## src/rtl/page_commit_pkg.sv

```systemverilog
package page_commit_pkg;
  localparam int BYTE_W = 8;
  typedef logic [BYTE_W-1:0] byte_t;
endpackage

```

## src/rtl/page_commit_ptr.sv

```systemverilog
// Slot pointer, page register and per-slot fill flags.
module page_commit_ptr #(
  parameter int ADDR_W     = 12,
  parameter int PAGE_BYTES = 32,
  parameter int OFF_W      = 5,
  parameter int PG_W       = 7
) (
  input  logic                  clk,
  input  logic                  rst,
  input  logic                  take,
  input  logic                  clear,
  input  logic [ADDR_W-1:0]     addr_in,
  output logic [PG_W-1:0]       page_q,
  output logic [OFF_W-1:0]      slot,
  output logic                  have_q,
  output logic [PAGE_BYTES-1:0] valid_q
);
  logic [OFF_W-1:0] off_q;

  // first byte of a transaction takes its slot from the address
  assign slot = have_q ? off_q : addr_in[OFF_W-1:0];

  always_ff @(posedge clk) begin
    if (rst) begin
      page_q  <= '0;
      off_q   <= '0;
      have_q  <= 1'b0;
      valid_q <= '0;
    end else if (clear) begin
      have_q  <= 1'b0;
      valid_q <= '0;
    end else if (take) begin
      if (!have_q) page_q <= addr_in[ADDR_W-1:OFF_W];
      off_q         <= slot + OFF_W'(1);
      have_q        <= 1'b1;
      valid_q[slot] <= 1'b1;
    end
  end
endmodule

```

## src/rtl/page_commit_latch.sv

```systemverilog
// Page holding store: one write port, one registered read port.
module page_commit_latch #(
  parameter int DATA_W = 8,
  parameter int DEPTH  = 32,
  parameter int IDX_W  = 5
) (
  input  logic              clk,
  input  logic              we,
  input  logic [IDX_W-1:0]  waddr,
  input  logic [DATA_W-1:0] wdata,
  input  logic [IDX_W-1:0]  raddr,
  output logic [DATA_W-1:0] rdata
);
  logic [DATA_W-1:0] mem [DEPTH];

  always_ff @(posedge clk) begin
    if (we) mem[waddr] <= wdata;
    rdata <= mem[raddr];
  end
endmodule

```

## src/rtl/page_commit_seq.sv

```systemverilog
// Write-cycle timer and slot scanner.
module page_commit_seq #(
  parameter int PAGE_BYTES   = 32,
  parameter int OFF_W        = 5,
  parameter int WRITE_CYCLES = 48
) (
  input  logic             clk,
  input  logic             rst,
  input  logic             start,
  output logic             busy_q,
  output logic             done,
  output logic [OFF_W-1:0] scan_idx,
  output logic             scan_act
);
  localparam int CNT_W = $clog2(WRITE_CYCLES + 1);
  logic [CNT_W-1:0] cnt_q;

  assign done = busy_q && (cnt_q == CNT_W'(WRITE_CYCLES - 1));

  always_ff @(posedge clk) begin
    if (rst) begin
      busy_q   <= 1'b0;
      cnt_q    <= '0;
      scan_idx <= '0;
      scan_act <= 1'b0;
    end else if (start) begin
      busy_q   <= 1'b1;
      cnt_q    <= '0;
      scan_idx <= '0;
      scan_act <= 1'b1;
    end else if (busy_q) begin
      cnt_q <= cnt_q + CNT_W'(1);
      if (done) busy_q <= 1'b0;
      if (scan_act) begin
        scan_idx <= scan_idx + OFF_W'(1);
        if (scan_idx == OFF_W'(PAGE_BYTES - 1)) scan_act <= 1'b0;
      end
    end
  end
endmodule

```

## src/rtl/page_commit.sv

```systemverilog
module page_commit #(
  parameter int ADDR_W       = 12,
  parameter int PAGE_BYTES   = 32,
  parameter int WRITE_CYCLES = 48
) (
  input  logic              clk,
  input  logic              rst,
  input  logic              wr_valid,
  input  logic [ADDR_W-1:0] wr_addr,
  input  logic [7:0]        wr_data,
  input  logic              stop_pulse,
  input  logic              wp_in,
  output logic              busy,
  output logic              arr_we,
  output logic [ADDR_W-1:0] arr_addr,
  output logic [7:0]        arr_data
);
  import page_commit_pkg::*;
  localparam int OFF_W = $clog2(PAGE_BYTES);
  localparam int PG_W  = ADDR_W - OFF_W;

  logic                  take, start, drop, done;
  logic [PG_W-1:0]       page_q;
  logic [OFF_W-1:0]      slot, scan_idx, rd_off;
  logic                  have_q, scan_act, rd_v;
  logic [PAGE_BYTES-1:0] valid_q;
  byte_t                 rd_data;

  assign take  = wr_valid && !busy;
  assign start = stop_pulse && !busy && !wp_in && (have_q || wr_valid);
  assign drop  = stop_pulse && !busy && !start;

  page_commit_ptr #(.ADDR_W(ADDR_W), .PAGE_BYTES(PAGE_BYTES), .OFF_W(OFF_W), .PG_W(PG_W)) u_ptr (
    .clk(clk), .rst(rst), .take(take), .clear(drop || done), .addr_in(wr_addr),
    .page_q(page_q), .slot(slot), .have_q(have_q), .valid_q(valid_q)
  );

  page_commit_latch #(.DATA_W(BYTE_W), .DEPTH(PAGE_BYTES), .IDX_W(OFF_W)) u_latch (
    .clk(clk), .we(take), .waddr(slot), .wdata(wr_data),
    .raddr(scan_idx), .rdata(rd_data)
  );

  page_commit_seq #(.PAGE_BYTES(PAGE_BYTES), .OFF_W(OFF_W), .WRITE_CYCLES(WRITE_CYCLES)) u_seq (
    .clk(clk), .rst(rst), .start(start), .busy_q(busy), .done(done),
    .scan_idx(scan_idx), .scan_act(scan_act)
  );

  // read stage aligned with the latch read, then registered write port
  always_ff @(posedge clk) begin
    if (rst) begin
      rd_v     <= 1'b0;
      rd_off   <= '0;
      arr_we   <= 1'b0;
      arr_addr <= '0;
      arr_data <= '0;
    end else begin
      rd_v     <= scan_act && valid_q[scan_idx];
      rd_off   <= scan_idx;
      arr_we   <= rd_v;
      arr_addr <= {page_q, rd_off};
      arr_data <= rd_data;
    end
  end
endmodule

```

## config.mk

```make
export PLATFORM = sky130hd
export DESIGN_NAME = page_commit
export DESIGN_NICKNAME = d
export VERILOG_FILES = /design/src/rtl/page_commit_pkg.sv /design/src/rtl/page_commit_ptr.sv /design/src/rtl/page_commit_latch.sv /design/src/rtl/page_commit_seq.sv /design/src/rtl/page_commit.sv
export SDC_FILE = /design/constraint.sdc
export NUM_CORES = 1
export LEC_CHECK = 0
export BUFFER_PORTS_ARGS = -buffer_cell sky130_fd_sc_hd__buf_2
export CORE_ASPECT_RATIO = 0.6
export CORE_MARGIN = 4
export CORE_UTILIZATION = 44
export CTS_CLUSTER_DIAMETER = 50
export DETAILED_ROUTE_END_ITERATION = 8
export PLACE_DENSITY = 0.63
export SLEW_MARGIN = 20
export SYNTH_ARGS = -nofsm -noshare
export SYNTH_HDL_FRONTEND = slang
export SYNTH_HIERARCHICAL = 1
export SYNTH_SLANG_ARGS = --single-unit
```

## constraint.sdc

```tcl
create_clock -name clk -period 3.01 [get_ports clk]
set_input_delay 0.602 -clock clk [delete_from_list [all_inputs] [get_ports clk]]
set_output_delay 0.602 -clock clk [all_outputs]
set_load 0.05 [all_outputs]
```

Yosys cells after proc, flatten, opt, wreduce, memory -nomap -nowiden

Memory sizes are Yosys's and may differ from the RTL's. A register that Yosys moved wholly into a read port is not among the register bits.
Cells that the tools add are included.

Register bits: 85
Bits in writable memories: 256
Bits of input ports: 25
Word-level logic and storage cells: 58
Memories: 1

Add/sub/neg operators: 3
Order comparisons: 3
Eq/ne operators: 2
Mux-type cells: 14
Bitwise operators: 3
Reduce and logical (&&, ||, !) cells: 19

Memory list:

| name        | depth | bits a word | read ports | clocked after Yosys merged registers in | write ports | RTL line                | RTL |
|---|---|---|---|---|---|---|---|
| u_latch.mem | 32    | 8           | 1          | 1                                       | 1           | page_commit_latch.sv:14 | `logic [DATA_W-1:0] mem [DEPTH];` |

Operators by type and width:

| kind                                                                          | number |
|---|---|
| 32-bit OR                                                                     | 1 |
| 5-bit by 6-bit less-than comparator with 1-bit output (second input constant) | 2 |
| 1-bit two-way mux                                                             | 11 |
| 5-bit by 1-bit adder with 5-bit output (second input constant)                | 2 |
| 1-bit logical AND                                                             | 8 |
| 6-bit by 1-bit adder with 6-bit output (second input constant)                | 1 |
| 6-bit equality test (second input constant)                                   | 1 |
| 1-bit binary-select mux with 5-bit select                                     | 1 |
| 1-bit demux with 5-bit select                                                 | 1 |
| 5-bit equality test (second input constant)                                   | 1 |
| 5-bit by 1-bit >= comparator with 1-bit output (second input constant)        | 1 |
| 5-bit two-way mux                                                             | 1 |
| 2-bit AND reduction                                                           | 2 |
| 2-bit OR reduction                                                            | 2 |
| 1-bit zero test                                                               | 3 |
| 3-bit AND reduction                                                           | 1 |
| 1-bit logical OR                                                              | 2 |
| 1-bit inverter                                                                | 2 |
| 2-bit nonzero test                                                            | 1 |

Logic depth before layout (Yosys ltp)

Gate-level depths: netlist (run 1).

Depth in word-level cells: 9
Mapped depth: 9
Mapped depth without buffers: 7

Cells and area by module

Netlist (run 1), hierarchy kept.

Modules (own cells, without submodules):

| module            | instances | cells each | area each (um^2) |
|---|---|---|---|
| page_commit_latch | 1         | 417        | 10053.4 |
| page_commit_ptr   | 1         | 189        | 1838.0 |
| page_commit       | 1         | 82         | 1039.7 |
| page_commit_seq   | 1         | 61         | 549.3 |

Least setup slack after synthesis (run 1)

OpenSTA, ideal clock, no wires.

Path kind: register to register
From: register u_ptr.have_q
To: memory u_latch.mem[0][0] (enable)
Data arrival time: 2.338 ns
Required time: 2.640 ns
Slack: 0.302 ns
Stages on the path, launching flop included: 8
Clock period less this slack: 2.708 ns
Cells stage by stage: dfxtp_1 buf_4 buf_2 mux2i_1 inv_1 or3b_2 clkbuf_1 nor2_1

Cells in the longest elaborated chain, start to end: 1

RTL lines:

| item                   | RTL line                | RTL |
|---|---|---|
| start, declared        | page_commit_ptr.sv:15   | `output logic have_q,` |
| start signal, assigned | page_commit_ptr.sv:27   | `have_q <= 1'b0;` |
| start signal, assigned | page_commit_ptr.sv:30   | `have_q <= 1'b0;` |
| start signal, assigned | page_commit_ptr.sv:35   | `have_q <= 1'b1;` |
| 5-bit two-way mux      | page_commit_ptr.sv:21   | `assign slot = have_q ? off_q : addr_in[OFF_W-1:0];` |
| via slot[0]            | page_commit.sv:24       | `logic [OFF_W-1:0] slot, scan_idx, rd_off;` |
| end, declared          | page_commit_latch.sv:14 |  |

The timed path passes the listed nets, and every way through them passes these cells.

Worst setup path in the final report (run 1)

From: register u_ptr.have_q
To: memory u_latch.mem[0][6] (enable)

Same word-level chain as after synthesis.

==> results of run 1 <==
==> tightest hold or removal path: stages <==
cell and delay (ns):
buf_2 0.10, nand2_1 0.05, a21oi_1 0.05
==> power by group <==
part | switching (mW) | internal (mW) | leakage [nW]
Clock | 1.71 | 2.01 | 0.458
Combinational | 0.291 | 0.128 | 1.47
Sequential | 0.0324 | 5.22 | 3.06
Total | 2.04 | 7.36 | 4.99
==> layer usage <==
layer,routed length [um],vias to the layer above
met2,12680,257
li1,-,3152
met1,14530,3706
met4,349,0
met5,0,-
met3,3112,35
==> sequential cells by signal, summed over array words and instances, names as in the netlist <==
| signal | flops |
|---|---|
| arr_addr | 12 |
| u_seq/cnt_q | 6 |
| arr_data | 8 |
| u_seq/busy_q | 1 |
| u_ptr/off_q | 5 |
| u_ptr/valid_q | 32 |
| u_seq/scan_idx | 5 |
| u_seq/scan_act | 1 |
| rd_v | 1 |
| u_ptr/page_q | 7 |
| u_ptr/have_q | 1 |
| u_latch/rdata | 8 |
| arr_we | 1 |
| rd_off | 5 |
| u_latch/mem | 256 |
==> path summary, 6_finish.rpt <==
path	endpoint	slack, ns	cells after the start	startpoint
setup / recovery	u_latch/mem[0][6]	0.19	4	u_ptr/have_q
hold / removal	u_ptr/page_q[2]	0.27	3	wr_addr[7]
setup reg to reg	u_latch/mem[0][6]	0.19	4	u_ptr/have_q
hold reg to reg	arr_addr[4]	0.44	1	rd_off[4]
==> area by class of cell <==
type | instances | area share, %
Clock buffer | 36 | 5.016
Clock inverter | 20 | 1.088
Tap cell | 408 | 3.312
Inverter | 5 | 0.1218
Multi-Input combinational cell | 358 | 24.07
Sequential cell | 349 | 61.99
Timing Repair Buffer | 99 | 4.399
==> stage by stage <==
stage | area [um^2] | hold WS (ns) | power, mW
after floorplan | 13480 | 0.4138 | 5.575
after global placement | 14470 | 0.4171 | 5.757
after detailed placement | 14470 | 0.4218 | 5.776
after CTS | 15410 | 0.2444 | 9.477
after global routing | 15410 | 0.2559 | 9.721
final | 15410 | 0.2690 | 9.398
==> logic make-up after synthesis <==
group	Yosys count	share of synthesized area (%)
adder cells (fa/ha/maj)	9	0.8354
AND/OR/NAND/NOR	157	6.135
XOR/XNOR	7	0.4548
buffers and inverters	42	1.652
multiplexers	106	16.15
AO/OA/AOI/OAI	79	3.935
flip-flops	349	70.84
==> cell usage in the layout (no fill, tap or decap), types with 3 or more instances in the layout <==
cell and instances:
nand3_1 12, or3_1 3, a211oi_1 8, buf_4 49
nand2b_1 3, nor2b_1 27, a22o_1 16, o21ai_0 10
buf_12 4, clkbuf_16 30, a21oi_2 3, o21a_1 9
edfxtp_1 256, ha_1 9, clkbuf_1 6, inv_1 3
a21oi_1 17, nand3b_1 11, mux4_2 88, nand2_1 30
or3b_2 3, buf_2 46, and3_1 3, nor2_1 44
nor3b_1 3, clkinv_2 9, clkinv_1 4, mux2i_1 8
xor2_1 5, o21ai_1 10, dfxtp_1 90, clkinvlp_4 3
mux2_2 9, nor3_1 5, nand4_1 3
==> flow_summary.yaml, run 1 <==
run_status:
  status: "finished clean"
sta:
  timing.fmax_ghz: 0.3547
  slew_headroom_pct: 49.54
  rsz0062_at_grt: "no"
  setup_slack_ns: 0.1909
  finalClockSkew_ns: 0.02915
  tightestPinTransition_ns: 0.7553
  finalSetupTns_ns: 0
  period_minus_slack_ns: 2.819
  finalCritPeriodShare_pct: 93.66
  slew_violations: 0
  setup_viol: 0
  hold_viol: 0
finish:
  area_delta_synth_final_pct: 14.35
  regArea_mm2: 0.009555
  multi_input_area_mm2: 0.003711
  drive_above_1_share_pct: 29.99
  diodes: 0
  final_cells: 1275
  fin_util_pct: 51.31
  fillCellCount: 2449
  finalNetCount: 877
synth:
  synth_most_common_cell: "edfxtp_1"
  syn-cell-area_mm2: 0.01348
  synth_ff_type: "edfxtp_1"
  synth_cells: 749
  synth_edf_count: 256
  synth_commonest_cells: "edfxtp_1, dfxtp_1, mux4_2"
  ys_types: 49
  synth-seq-cells: 349
  synthArstFlopShare_pct: 0
  ys_seq_area_share_pct: 70.84
  synth_top_cell_by_area: "edfxtp_1"
  synth_top_area_share_pct: 57.03
  avgSynthCellArea_um2: 18.00
  syn_nets: 783
  synth_area_leaders: "edfxtp_1, mux4_2, dfxtp_1"
  synth_warnings: 6
power_and_ir_drop:
  p_per_area_mw_per_mm2: 609.6
  ir_worst_vdd_mv: 0.7239
  leakage_nw: 4.994
setup_path:
  critPathSlowestCell: "dfxtp_1"
  cp_slowest_stage_delay_ns: 0.71
  startpoint_type: "flip-flop"
  critPathTopFamily: "simple AND/OR/NAND/NOR gates"
  crit_buf_inv: 1
  critPathKind: "flip-flop to flip-flop"
  critPathArrivalTime_ns: 3.03
  required_ns: 3.22
  crit_chain: "mux2i_1 > inv_1 > or3b_2 > nor2_1"
  crit_fanout: 14
  end_kind: "flip-flop"
routing:
  routedWlPerCell_um: 24.06
  dr.pass1.iters: 6
  finalWirelength_um: 30670
  drt_iter0_drc: 812
  vias: 7150
  postRouteAntennaNets: 0
  drc_errors: 0
  viasPerCell: 5.608
cts:
  cts_buffer_depth: 3
  path_clk_slew_ns: 0.06
  post-cts-setup-buffers: 0
  cts_max_level: 1
  cts_tree: "done"
  post_cts_resized: 0
  root_buffer: "clkbuf_16"
  cts_buffers: 30
  cts_hold_buf: 0
  clk_latency_ns: 0.58
  cts_sinks: 349
global_routing:
  grt_use_met3_pct: 6.696
  gr-total-overflow: 0
  grt_pass1_wl_um: 46550
  grt_max_degree: 53
  antenna_found_initial: 4
  gr-usage-met2_pct: 25.53
  met1_usage_pct: 29.42
  top_usage_layer: "met1"
  grt_pass1_vias: 7256
  grt.total_usage_pct: 18.71
place:
  finalWeightedCongestion: 0.8397
  placement.io_buffers: 46
  dp.cells: 1219
  place_ws_ns: 0.2265
  dp_hpwl_um: 20680
floorplan:
  die_h_um: 143.6
  rows: 49
  die_x_um: 234.0
  io_pins: 47
  coreArea_mm2: 0.03004
  start_util_pct: 44.87
  die_area_mm2: 0.03359
hold_path:
  worst_hold_path_type: "input pin to flip-flop"
flow_run:
  cap_violations: 0
No activity file was read; power rests on OpenSTA's default activity.
==> inputs of run 2 (changes only) <==
Settings changed: CELL_PAD_IN_SITES_DETAIL_PLACEMENT from default to 0, CELL_PAD_IN_SITES_GLOBAL_PLACEMENT from default to 1, PLACE_DENSITY 0.63 to 0.7.
==> run 2 against run 1 <==
Net effect: core utilization about the same; first-iteration DRC count down 27%; sequential cell count unchanged; routed wire length down 1.3%; count of clock-buffer cells in the layout unchanged; fmax up 5.8%; sequential power about the same; combinational power down 2%; final area about the same; critical path depth up 4; via count down 0.22%; final cell count down 0.31%.
==> flow_summary.yaml, run 2 (synthesized netlist as in run 1, its figures left out) <==
routing:
  dr.pass1.iters: 5
  drc_errors: 0
  postRouteAntennaNets: 0
  finalWirelength_um: 30270
  vias: 7134
  routedWlPerCell_um: 23.81
  drt_iter0_drc: 591
  viasPerCell: 5.613
cts:
  post_cts_resized: 0
  cts_buffer_depth: 3
  cts_sinks: 349
  cts_hold_buf: 0
  cts_tree: "done"
  clk_latency_ns: 0.57
  cts_max_level: 1
  post-cts-setup-buffers: 0
  path_clk_slew_ns: 0.07
  cts_buffers: 31
  root_buffer: "clkbuf_16"
run_status:
  status: "finished clean"
sta:
  slew_violations: 0
  timing.fmax_ghz: 0.3753
  finalCritPeriodShare_pct: 88.51
  tightestPinTransition_ns: 0.9244
  slew_headroom_pct: 38.29
  hold_viol: 0
  finalSetupTns_ns: 0
  period_minus_slack_ns: 2.664
  setup_viol: 0
  finalClockSkew_ns: 0.02253
  rsz0062_at_grt: "no"
finish:
  fin_util_pct: 51.30
  multi_input_area_mm2: 0.003711
  final_common_cell: "edfxtp_1"
  fin_area_mm2: 0.01541
  drive_above_1_share_pct: 29.32
  largest_reg_flops: 256
  regMostFlops: "u_latch/mem"
  final_cell_mix: "edfxtp_1, dfxtp_1, mux4_2"
  regArea_mm2: 0.009555
  largestRegisters: "u_latch/mem: 256 flops, u_ptr/valid_q: 32 flops, arr_addr: 12 flops"
  finalNetCount: 873
  final_cells: 1271
  diodes: 0
  area_delta_synth_final_pct: 14.31
  fillCellCount: 2444
setup_path:
  end_kind: "flip-flop"
  required_ns: 3.49
  startpoint_type: "flip-flop"
  crit_fanout: 20
  critPathArrivalTime_ns: 3.14
  critPathKind: "flip-flop to flip-flop"
  reg2reg_slack_ns: 0.35
floorplan:
  die_x_um: 234.0
  die_h_um: 143.6
  io_pins: 47
  start_util_pct: 44.87
  coreArea_mm2: 0.03004
  die_area_mm2: 0.03359
  rows: 49
place:
  placement.io_buffers: 46
  dp_hpwl_um: 20380
  dp.cells: 1214
  finalWeightedCongestion: 0.7929
  placed_area_mm2: 0.01441
global_routing:
  grt_pass1_wl_um: 45930
  grt_pass1_vias: 7184
  gr-total-overflow: 0
  grt.total_usage_pct: 18.38
  antenna_found_initial: 4
  grt_max_degree: 42
power_and_ir_drop:
  power_mw: 9.565
  p_per_area_mw_per_mm2: 620.7
  ir_worst_vdd_mv: 0.4065
  leakage_nw: 4.988
flow_run:
  cap_violations: 0
hold_path:
  worst_hold_path_type: "input pin to flip-flop"
[run 2: cell count changes in the layout (fill, tap and decap cells not counted), sizes merged]
| cell | previous run | this run |
|---|---|---|
| buf | 99 | 94 |
| bufinv | 2 | 4 |
| inv | 6 | 5 |
[run 2: stage by stage]
| step | hold slack (ns) | setup WS [ns] |
|---|---|---|
| after floorplan | 0.4138 | 0.3015 |
| after global placement | 0.4176 | 0.4757 |
| after detailed placement | 0.4284 | 0.3777 |
| after CTS | 0.2455 | 0.3759 |
| after global routing | 0.2610 | 0.009161 |
| final | 0.2659 | 0.3457 |
[run 2: worst paths after layout]
check,startpoint,to,cells past startpoint
max reg2reg,u_ptr/have_q,u_ptr/valid_q[4],8
max,u_ptr/have_q,u_ptr/valid_q[4],8
min reg2reg,rd_off[1],arr_addr[1],1
min,wr_addr[7],u_ptr/page_q[2],3
[run 2: critical path, cell delays in order, from the launching register on]
cell and delay, ns:
dfxtp_1 0.68, buf_4 0.28, nor2_1 0.08, nor3_1 0.37, o21bai_1 0.33, nor2_2 0.24, buf_4 0.25, nand3_1 0.15
o21ai_1 0.18
[run 2: area by class of cell]
type	count	area share (%)
Sequential cell	349	62.01
Clock inverter	21	1.323
Multi-Input combinational cell	358	24.08
Clock buffer	36	5.156
Timing Repair Buffer	94	3.995
Inverter	5	0.1218
Tap cell	408	3.313
[run 2: power by group]
group	total (mW)	leakage [nW]	internal [mW]	switching, mW
Sequential	5.25	3.06	5.22	0.0318
Combinational	0.411	1.44	0.123	0.288
Clock	3.90	0.481	2.22	1.68
Total	9.57	4.99	7.57	2.00
[run 2: routing by layer]
layer / vias up / track usage, % / part of all wire (%)
met5: - / 0 / 0
met4: 0 / 2.655 / 0.95
met3: 26 / 6.458 / 10
met2: 244 / 25.53 / 42
met1: 3722 / 28.68 / 46
li1: 3142 / - / -
